<file path="src/rtl/vfs_pkg.sv">
`timescale 1ns/1ps
package vfs_pkg;
  typedef enum logic [2:0] {
    FK_IDLE   = 3'd0,
    FK_NAME   = 3'd1,
    FK_ATTR   = 3'd2,
    FK_PATLO  = 3'd3,
    FK_PATHI  = 3'd4,
    FK_SPRITE = 3'd5,
    FK_JUNK   = 3'd6
  } fetch_kind_e;

  // fixed per-line timetable
  localparam int BG_LAST      = 256;
  localparam int SPR_FIRST    = 257;
  localparam int SPR_LAST     = 320;
  localparam int NEXT_FIRST   = 321;
  localparam int NEXT_LAST    = 336;
  localparam int HCOPY_DOT    = 257;
  localparam int VCOPY_FIRST  = 280;
  localparam int VCOPY_LAST   = 304;
  localparam int HBLANK_ON    = 280;
  localparam int HBLANK_OFF   = 305;
  localparam int ACTIVE_ON    = 4;
  localparam int ACTIVE_OFF   = 260;
endpackage

</file>
<file path="src/rtl/vfs_counters.sv">
`timescale 1ns/1ps
module vfs_counters #(
  parameter int DOTS     = 341,
  parameter int LINES    = 262,
  parameter int PRE_LINE = 261,
  parameter int DW       = 9,
  parameter int LW       = 9
) (
  input  logic          clk,
  input  logic          rst_n,
  input  logic          adv_i,
  output logic [DW-1:0] dot_o,
  output logic [LW-1:0] line_o,
  output logic          wr_en_o
);
  localparam logic [DW-1:0] DOT_LAST  = DW'(DOTS - 1);
  localparam logic [LW-1:0] LINE_LAST = LW'(LINES - 1);
  localparam logic [LW-1:0] LINE_PRE  = LW'(PRE_LINE);

  logic [DW-1:0] dot_q, dot_n;
  logic [LW-1:0] line_q, line_n;
  logic          wr_q, wr_n;

  always_comb begin
    dot_n  = dot_q;
    line_n = line_q;
    if (dot_q == DOT_LAST) begin
      dot_n  = '0;
      line_n = (line_q == LINE_LAST) ? '0 : line_q + 1'b1;
    end else begin
      dot_n = dot_q + 1'b1;
    end
    wr_n = wr_q | (line_n == LINE_PRE);
  end

  always_ff @(posedge clk or negedge rst_n) begin
    if (!rst_n) begin
      dot_q  <= '0;
      line_q <= '0;
      wr_q   <= 1'b0;
    end else if (adv_i) begin
      dot_q  <= dot_n;
      line_q <= line_n;
      wr_q   <= wr_n;
    end
  end

  assign dot_o   = dot_q;
  assign line_o  = line_q;
  assign wr_en_o = wr_q;

  assert_dot_step_R2: assert property (@(posedge clk) disable iff (!rst_n)
    (adv_i && dot_q != DOT_LAST) |=> (dot_q == $past(dot_q) + 1'b1) && $stable(line_q));
  assert_dot_wrap_R2: assert property (@(posedge clk) disable iff (!rst_n)
    (adv_i && dot_q == DOT_LAST) |=> (dot_q == '0) && (line_q != $past(line_q)));
  assert_hold_R2: assert property (@(posedge clk) disable iff (!rst_n)
    !adv_i |=> $stable(dot_q) && $stable(line_q));
  assert_wr_sticky_R3: assert property (@(posedge clk) disable iff (!rst_n)
    wr_q |=> wr_q);
  assert_wr_rise_R3: assert property (@(posedge clk) disable iff (!rst_n)
    $rose(wr_q) |-> line_q == LINE_PRE);
endmodule

</file>
<file path="src/rtl/vfs_decode.sv">
`timescale 1ns/1ps
module vfs_decode
  import vfs_pkg::*;
#(
  parameter int VIS_LINES = 240,
  parameter int PRE_LINE  = 261,
  parameter int DW        = 9,
  parameter int LW        = 9
) (
  input  logic [DW-1:0] dot_i,
  input  logic [LW-1:0] line_i,
  output logic          req_o,
  output fetch_kind_e   kind_o,
  output logic          copy_h_o,
  output logic          copy_v_o
);
  logic [DW-1:0] dm1;
  logic          in_bg, in_spr, render_line;

  always_comb begin
    dm1    = dot_i - 1'b1;
    in_bg  = ((dot_i != '0) && (dot_i <= DW'(BG_LAST))) ||
             ((dot_i >= DW'(NEXT_FIRST)) && (dot_i <= DW'(NEXT_LAST)));
    in_spr = (dot_i >= DW'(SPR_FIRST)) && (dot_i <= DW'(SPR_LAST));

    if (dot_i == '0)      kind_o = FK_JUNK;
    else if (in_spr)      kind_o = FK_SPRITE;
    else if (in_bg) begin
      unique case (dm1[2:1])
        2'd0:    kind_o = FK_NAME;
        2'd1:    kind_o = FK_ATTR;
        2'd2:    kind_o = FK_PATLO;
        default: kind_o = FK_PATHI;
      endcase
    end else              kind_o = FK_NAME;

    req_o = (dot_i == '0) | dot_i[0];

    render_line = (line_i < LW'(VIS_LINES)) || (line_i == LW'(PRE_LINE));
    copy_h_o    = render_line && (dot_i == DW'(HCOPY_DOT));
    copy_v_o    = (line_i == LW'(PRE_LINE)) &&
                  (dot_i >= DW'(VCOPY_FIRST)) && (dot_i <= DW'(VCOPY_LAST));
  end
endmodule

</file>
<file path="src/rtl/vfs_video.sv">
`timescale 1ns/1ps
module vfs_video
  import vfs_pkg::*;
#(
  parameter int VIS_LINES = 240,
  parameter int DW        = 9,
  parameter int LW        = 9
) (
  input  logic          clk,
  input  logic          rst_n,
  input  logic          ph2_en_i,
  input  logic [DW-1:0] dot_i,
  input  logic [LW-1:0] line_i,
  output logic          hblank_o,
  output logic          active_o
);
  logic hb_q, hb_n, act_q, act_n;

  always_comb begin
    hb_n  = (dot_i >= DW'(HBLANK_ON)) && (dot_i < DW'(HBLANK_OFF));
    act_n = (line_i < LW'(VIS_LINES)) &&
            (dot_i >= DW'(ACTIVE_ON)) && (dot_i < DW'(ACTIVE_OFF));
  end

  always_ff @(posedge clk or negedge rst_n) begin
    if (!rst_n) begin
      hb_q  <= 1'b0;
      act_q <= 1'b0;
    end else if (ph2_en_i) begin
      hb_q  <= hb_n;
      act_q <= act_n;
    end
  end

  assign hblank_o = hb_q;
  assign active_o = act_q;

  assert_hblank_rise_R10: assert property (@(posedge clk) disable iff (!rst_n)
    $rose(hb_q) |-> (dot_i == DW'(HBLANK_ON)) && $past(ph2_en_i));
  assert_hblank_fall_R10: assert property (@(posedge clk) disable iff (!rst_n)
    $fell(hb_q) |-> (dot_i == DW'(HBLANK_OFF)) && $past(ph2_en_i));
  assert_active_rise_R11: assert property (@(posedge clk) disable iff (!rst_n)
    $rose(act_q) |-> (dot_i == DW'(ACTIVE_ON)) && (line_i < LW'(VIS_LINES)));
  assert_active_fall_R11: assert property (@(posedge clk) disable iff (!rst_n)
    $fell(act_q) |-> dot_i == DW'(ACTIVE_OFF));
endmodule

</file>
<file path="src/rtl/vid_fetch_seq.sv">
`timescale 1ns/1ps
module vid_fetch_seq
  import vfs_pkg::*;
#(
  parameter int DOTS        = 341,
  parameter int LINES       = 262,
  parameter int VIS_LINES   = 240,
  parameter int SYNC_STAGES = 2,
  localparam int DW         = $clog2(DOTS),
  localparam int LW         = $clog2(LINES),
  localparam int PRE_LINE   = LINES - 1
) (
  input  logic          clk,
  input  logic          rst_n,
  input  logic          ph2_i,
  output logic [DW-1:0] dot_o,
  output logic [LW-1:0] line_o,
  output logic          mem_req_o,
  output logic [2:0]    fetch_kind_o,
  output logic          copy_h_o,
  output logic          copy_v_o,
  output logic          hblank_o,
  output logic          active_o,
  output logic          reg_wr_en_o
);
  // reset: asserted at once, released through a synchronizer
  logic rst_s_n;
  generate
    if (SYNC_STAGES == 0) begin : g_nosync
      assign rst_s_n = rst_n;
    end else begin : g_sync
      logic [SYNC_STAGES-1:0] sync_q;
      always_ff @(posedge clk or negedge rst_n) begin
        if (!rst_n) sync_q <= '0;
        else        sync_q <= {sync_q[SYNC_STAGES-2+1-1:0], 1'b1} >> 0;
      end
      assign rst_s_n = sync_q[SYNC_STAGES-1];
    end
  endgenerate

  logic adv, ph2_en;
  assign adv    = ~ph2_i;
  assign ph2_en =  ph2_i;

  logic [DW-1:0] dot;
  logic [LW-1:0] line;
  logic          wr_en;

  vfs_counters #(.DOTS(DOTS), .LINES(LINES), .PRE_LINE(PRE_LINE), .DW(DW), .LW(LW)) u_cnt (
    .clk(clk), .rst_n(rst_s_n), .adv_i(adv),
    .dot_o(dot), .line_o(line), .wr_en_o(wr_en)
  );

  logic        req, ch, cv;
  fetch_kind_e kind;

  vfs_decode #(.VIS_LINES(VIS_LINES), .PRE_LINE(PRE_LINE), .DW(DW), .LW(LW)) u_dec (
    .dot_i(dot), .line_i(line),
    .req_o(req), .kind_o(kind), .copy_h_o(ch), .copy_v_o(cv)
  );

  vfs_video #(.VIS_LINES(VIS_LINES), .DW(DW), .LW(LW)) u_vid (
    .clk(clk), .rst_n(rst_s_n), .ph2_en_i(ph2_en),
    .dot_i(dot), .line_i(line),
    .hblank_o(hblank_o), .active_o(active_o)
  );

  assign dot_o        = dot;
  assign line_o       = line;
  assign mem_req_o    = req;
  assign fetch_kind_o = kind;
  assign copy_h_o     = ch;
  assign copy_v_o     = cv;
  assign reg_wr_en_o  = wr_en;

  assert_junk_dot0_R4: assert property (@(posedge clk) disable iff (!rst_s_n)
    (dot == '0) |-> req && (kind == FK_JUNK));
  assert_req_pair_R5: assert property (@(posedge clk) disable iff (!rst_s_n)
    (req && dot != '0 && adv) |=> !req);
  assert_kind_pair_R5: assert property (@(posedge clk) disable iff (!rst_s_n)
    (adv && dot[0]) |=> kind == $past(kind));
  assert_sprite_slot_R6: assert property (@(posedge clk) disable iff (!rst_s_n)
    (kind == FK_SPRITE) |-> (dot >= DW'(SPR_FIRST)) && (dot <= DW'(SPR_LAST)));
  assert_copy_h_R8: assert property (@(posedge clk) disable iff (!rst_s_n)
    ch |-> (kind == FK_SPRITE) && req && !((line >= LW'(VIS_LINES)) && (line < LW'(PRE_LINE))));
  assert_copy_v_run_R9: assert property (@(posedge clk) disable iff (!rst_s_n)
    (cv && adv && dot != DW'(VCOPY_LAST)) |=> cv);
  assert_copy_v_line_R9: assert property (@(posedge clk) disable iff (!rst_s_n)
    cv |-> wr_en && hblank_o | (dot == DW'(VCOPY_FIRST)));
endmodule

</file>
<file path="config.mk">
export PLATFORM = sky130hd
export DESIGN_NAME = vid_fetch_seq
export DESIGN_NICKNAME = d
export VERILOG_FILES = /design/src/rtl/vfs_pkg.sv /design/src/rtl/vfs_counters.sv /design/src/rtl/vfs_decode.sv /design/src/rtl/vfs_video.sv /design/src/rtl/vid_fetch_seq.sv
export SDC_FILE = /design/constraint.sdc
export NUM_CORES = 1
export LEC_CHECK = 0
export ABC_AREA = 1
export ABC_CLOCK_PERIOD_IN_PS = 2000
export BUFFER_PORTS_ARGS = -buffer_cell sky130_fd_sc_hd__buf_4
export CORE_AREA = 2 2 68 70
export DETAILED_ROUTE_END_ITERATION = 8
export DIE_AREA = 0 0 70 72
export PLACE_DENSITY = 0.59
export SYNTH_ARGS = -nofsm -noshare
export SYNTH_HDL_FRONTEND = slang
export SYNTH_SLANG_ARGS = --single-unit
</file>
<file path="constraint.sdc">
create_clock -name clk -period 2 [get_ports clk]
set_input_delay 0.1 -clock clk [delete_from_list [all_inputs] [get_ports clk]]
set_output_delay 0.1 -clock clk [all_outputs]
set_load 0.01 [all_outputs]
</file>
==> metrics <==
die span in y=roughly 72 µm; worst clock skew=7.55 ps; final slew viol count=0; most area-consuming cells after synthesis=sky130_fd_sc_hd__dfrtp_1 35%, sky130_fd_sc_hd__nand2_1 12%, sky130_fd_sc_hd__nand3_1 8.5%; result of the run=finished clean; detail-routed net length per standard cell=around 13 µm; number of rows created at floorplan=24; top fanout value on the critical path=5; Final Worst Setup Slack=approximately 110 ps; final count of hold timing violations=0; number of DRC violations after detailed-routing iteration 0=104; total routed wire length on the met1 layer=approximately 2100 µm; number of storage elements in the synthesis netlist=23; post-CTS clock slew at the launch and capture registers of the worst setup and hold paths=about 100 ps; warning count from the yosys run=0; data arrival time of the worst path=1790 ps; required time of the critical path=1900 ps; number of nets with antenna violations after routing=0; post-route clock period utilization=between 90% and 100%; amount of wire on met3 after detailed routing=between 150 and 200 µm; final routed wirelength across all metal layers=~4300 µm; Ports=30; Critical Path Sink Type=primary output; power density normalized to cell area=around 1000 mW/mm²; NumNets Final=about 280; top cell type's share of synthesized area=between 30% and 40%; tightest hold margin=~130 ps; full die area=~0.005 mm²; via-per-instance ratio=4.94; clock buffers created by TritonCTS=3; Cell Area, Synth=between 0.0015 and 0.002 mm²; number of iterations in the first detailed-routing pass=4; fill cell instance count of the final layout=between 400 and 500; critical setup path kind=register to primary output; RR Startpoint=u_cnt.line_o[0]; maximum level of the CTS H-tree=1; detailed-route via count=between 1500 and 2000; total global routing overflow=0; total instance count after detailed placement=roughly 320; share of flip-flops with an asynchronous set or reset after synthesis=between 90% and 100%; portion of the post-synthesis area used by sequential elements=about a third; number of enable flip-flop cells after synthesis=0; setup slack after placement=approximately 260 ps; GRT Resource Usage Total=approximately 18%; Hold Crit Class=primary input to asynchronous set/reset pin; starting density of the core=between 30% and 40%; fraction of final layout cells with drive strength greater than 1=a little over a quarter; port bufs=29; depth of the worst register-to-register path=9; maximum buffer depth of the clock tree=2; Core Footprint=approximately 0.0043 mm²; cell leakage power=1.04 nW; clock root buffer=sky130_fd_sc_hd__clkbuf_8; top achievable clock speed=528 MHz; final std cells w/o fill=323; Met2 Wirelength=2020 µm; Main synth FF type=sky130_fd_sc_hd__dfrtp_1; most common library cell in the layout ignoring fill and taps=sky130_fd_sc_hd__nand2_1; clock tree from TritonCTS=yes; HPWL after detailed placement=between 3000 and 4000 µm; commonest cells after routing, fill and taps aside=51 x sky130_fd_sc_hd__nand2_1, 34 x sky130_fd_sc_hd__inv_1, 33 x sky130_fd_sc_hd__buf_4, 26 x sky130_fd_sc_hd__nand3_1, 24 x sky130_fd_sc_hd__nor2_1; largest area contributor in the synthesized netlist=sky130_fd_sc_hd__dfrtp_1; DRC violation count after routing=0; syn avg cell area=between 6 and 7 µm²; Layout area overhead=24.9%; largest net degree at the start of global routing=22; critical path launch point type=register; peak ir drop on the vdd network=roughly 0.48 mV; routability congestion estimate from global placement=0.906; DR top layer=met4; endpoints failing setup=0; count of clock tree sinks=23; launch point of the critical path=u_cnt.dot_o[0]; reported max-cap violation count=0; post-synthesis cell count=between 200 and 250; overall die width=70 µm; clock latency reported for the late side of the worst-skew pair=between 200 and 300 ps; nets in the synthesized netlist=~250; first-pass GRT wire length=~7200 µm; Final Critical Period=around 1900 ps; register-to-register setup slack=about 340 ps; number of antenna diodes=0; antenna violations before repair=0; number of global-route vias before repair=approximately 1500; library cells used by synthesis=28
==> per-layer routing <==
layer / up-vias / track usage (%)
met5: - / 0
li1: 833 / -
met4: 0 / 4.49
met2: 32 / 31.7
met3: 2 / 1.67
met1: 729 / 23.5
==> through the flow <==
| stage | cell area (µm²) | power [mW] | TNS, ps | util (%) |
|---|---|---|---|---|
| 2_1_floorplan | 1640 | 1.28 | 0 | - |
| 5_1_grt | 2050 | 2.16 | -10.4 | 48.0 |
| 3_3_place_gp | 1930 | 1.63 | 0 | 45.2 |
| 4_1_cts | 1990 | 1.95 | 0 | 46.6 |
| 3_5_place_dp | 1930 | 1.63 | 0 | 45.2 |
| 6_report | 2050 | 2.00 | 0 | 48.0 |
==> Yosys cell counts (all sizes together) (2+ instances only) <==
library cell,number
nand2,56
inv,40
nor2,37
nand3,28
dfrtp,23
o21ai,11
ha,7
nand4,6
a21oi,5
nor3,4
o22ai,4
o211ai,3
a31oi,2
clkbuf,2
xor2,2
==> final cells by class <==
cell class,count,area (µm²),share of cell area [%]
clock buffer,3,41.3,2.02
clock inverter,1,7.51,0.367
inverter,40,153,7.45
multi-input combinational,170,941,45.9
sequential,23,583,28.5
tap,52,65.1,3.18
timing repair buffer,34,258,12.6
==> worst paths after layout <==
kind                                         end
worst max-delay path             fetch_kind_o[0]
worst min-delay path            g_sync.sync_q[0]
worst max register to register     u_cnt.wr_en_o
worst min register to register   u_cnt.line_o[3]
max in group asynchronous         u_cnt.dot_o[0]
min in group clk                 u_cnt.line_o[1]
==> critical path: stages, from the launching register on <==
cell and delay, ps:
sky130_fd_sc_hd__dfrtp_2 450, sky130_fd_sc_hd__buf_4 150, sky130_fd_sc_hd__nor2_2 100, sky130_fd_sc_hd__inv_1 70, sky130_fd_sc_hd__nor2_4 150, sky130_fd_sc_hd__nand3_1 80, sky130_fd_sc_hd__nand2_1 90, sky130_fd_sc_hd__nand3_2 80
sky130_fd_sc_hd__nand2_1 70, sky130_fd_sc_hd__inv_1 30, sky130_fd_sc_hd__a21oi_1 130, sky130_fd_sc_hd__buf_4 130
==> report_power, final <==
group	total [mW]	switching (mW)	internal (mW)
sequential	0.732	0.168	0.564
combinational	0.958	0.566	0.391
clock	0.309	0.168	0.141
==> flip-flops by register name, summed over array words and instances (netlist names) <==
signal	cells
u_cnt.wr_en_o	1
g_sync.sync_q	2
u_cnt.line_o	9
u_cnt.dot_o	9
u_vid.active_o	1
u_vid.hblank_o	1
==> repair_timing <==
item                                    4_1_cts  5_1_grt
hold buffers                                  1        0
endpoints found under the setup margin        0        4
setup buffers                                 0        1
hold endpoints to repair                      2        0
resized for setup                             0       20
==> cells by family after synthesis <==
logic type | synth area share (%)
AOI/OAI and AO/OA | 10.2
xor gates and xnor gates | 1.07
adders and majority gates | 5.34
buffers and inverters | 10.3
DFF | 35.1
other | 0.229
and+or+nand+nor | 37.8
(Power assumes the default switching activity.)
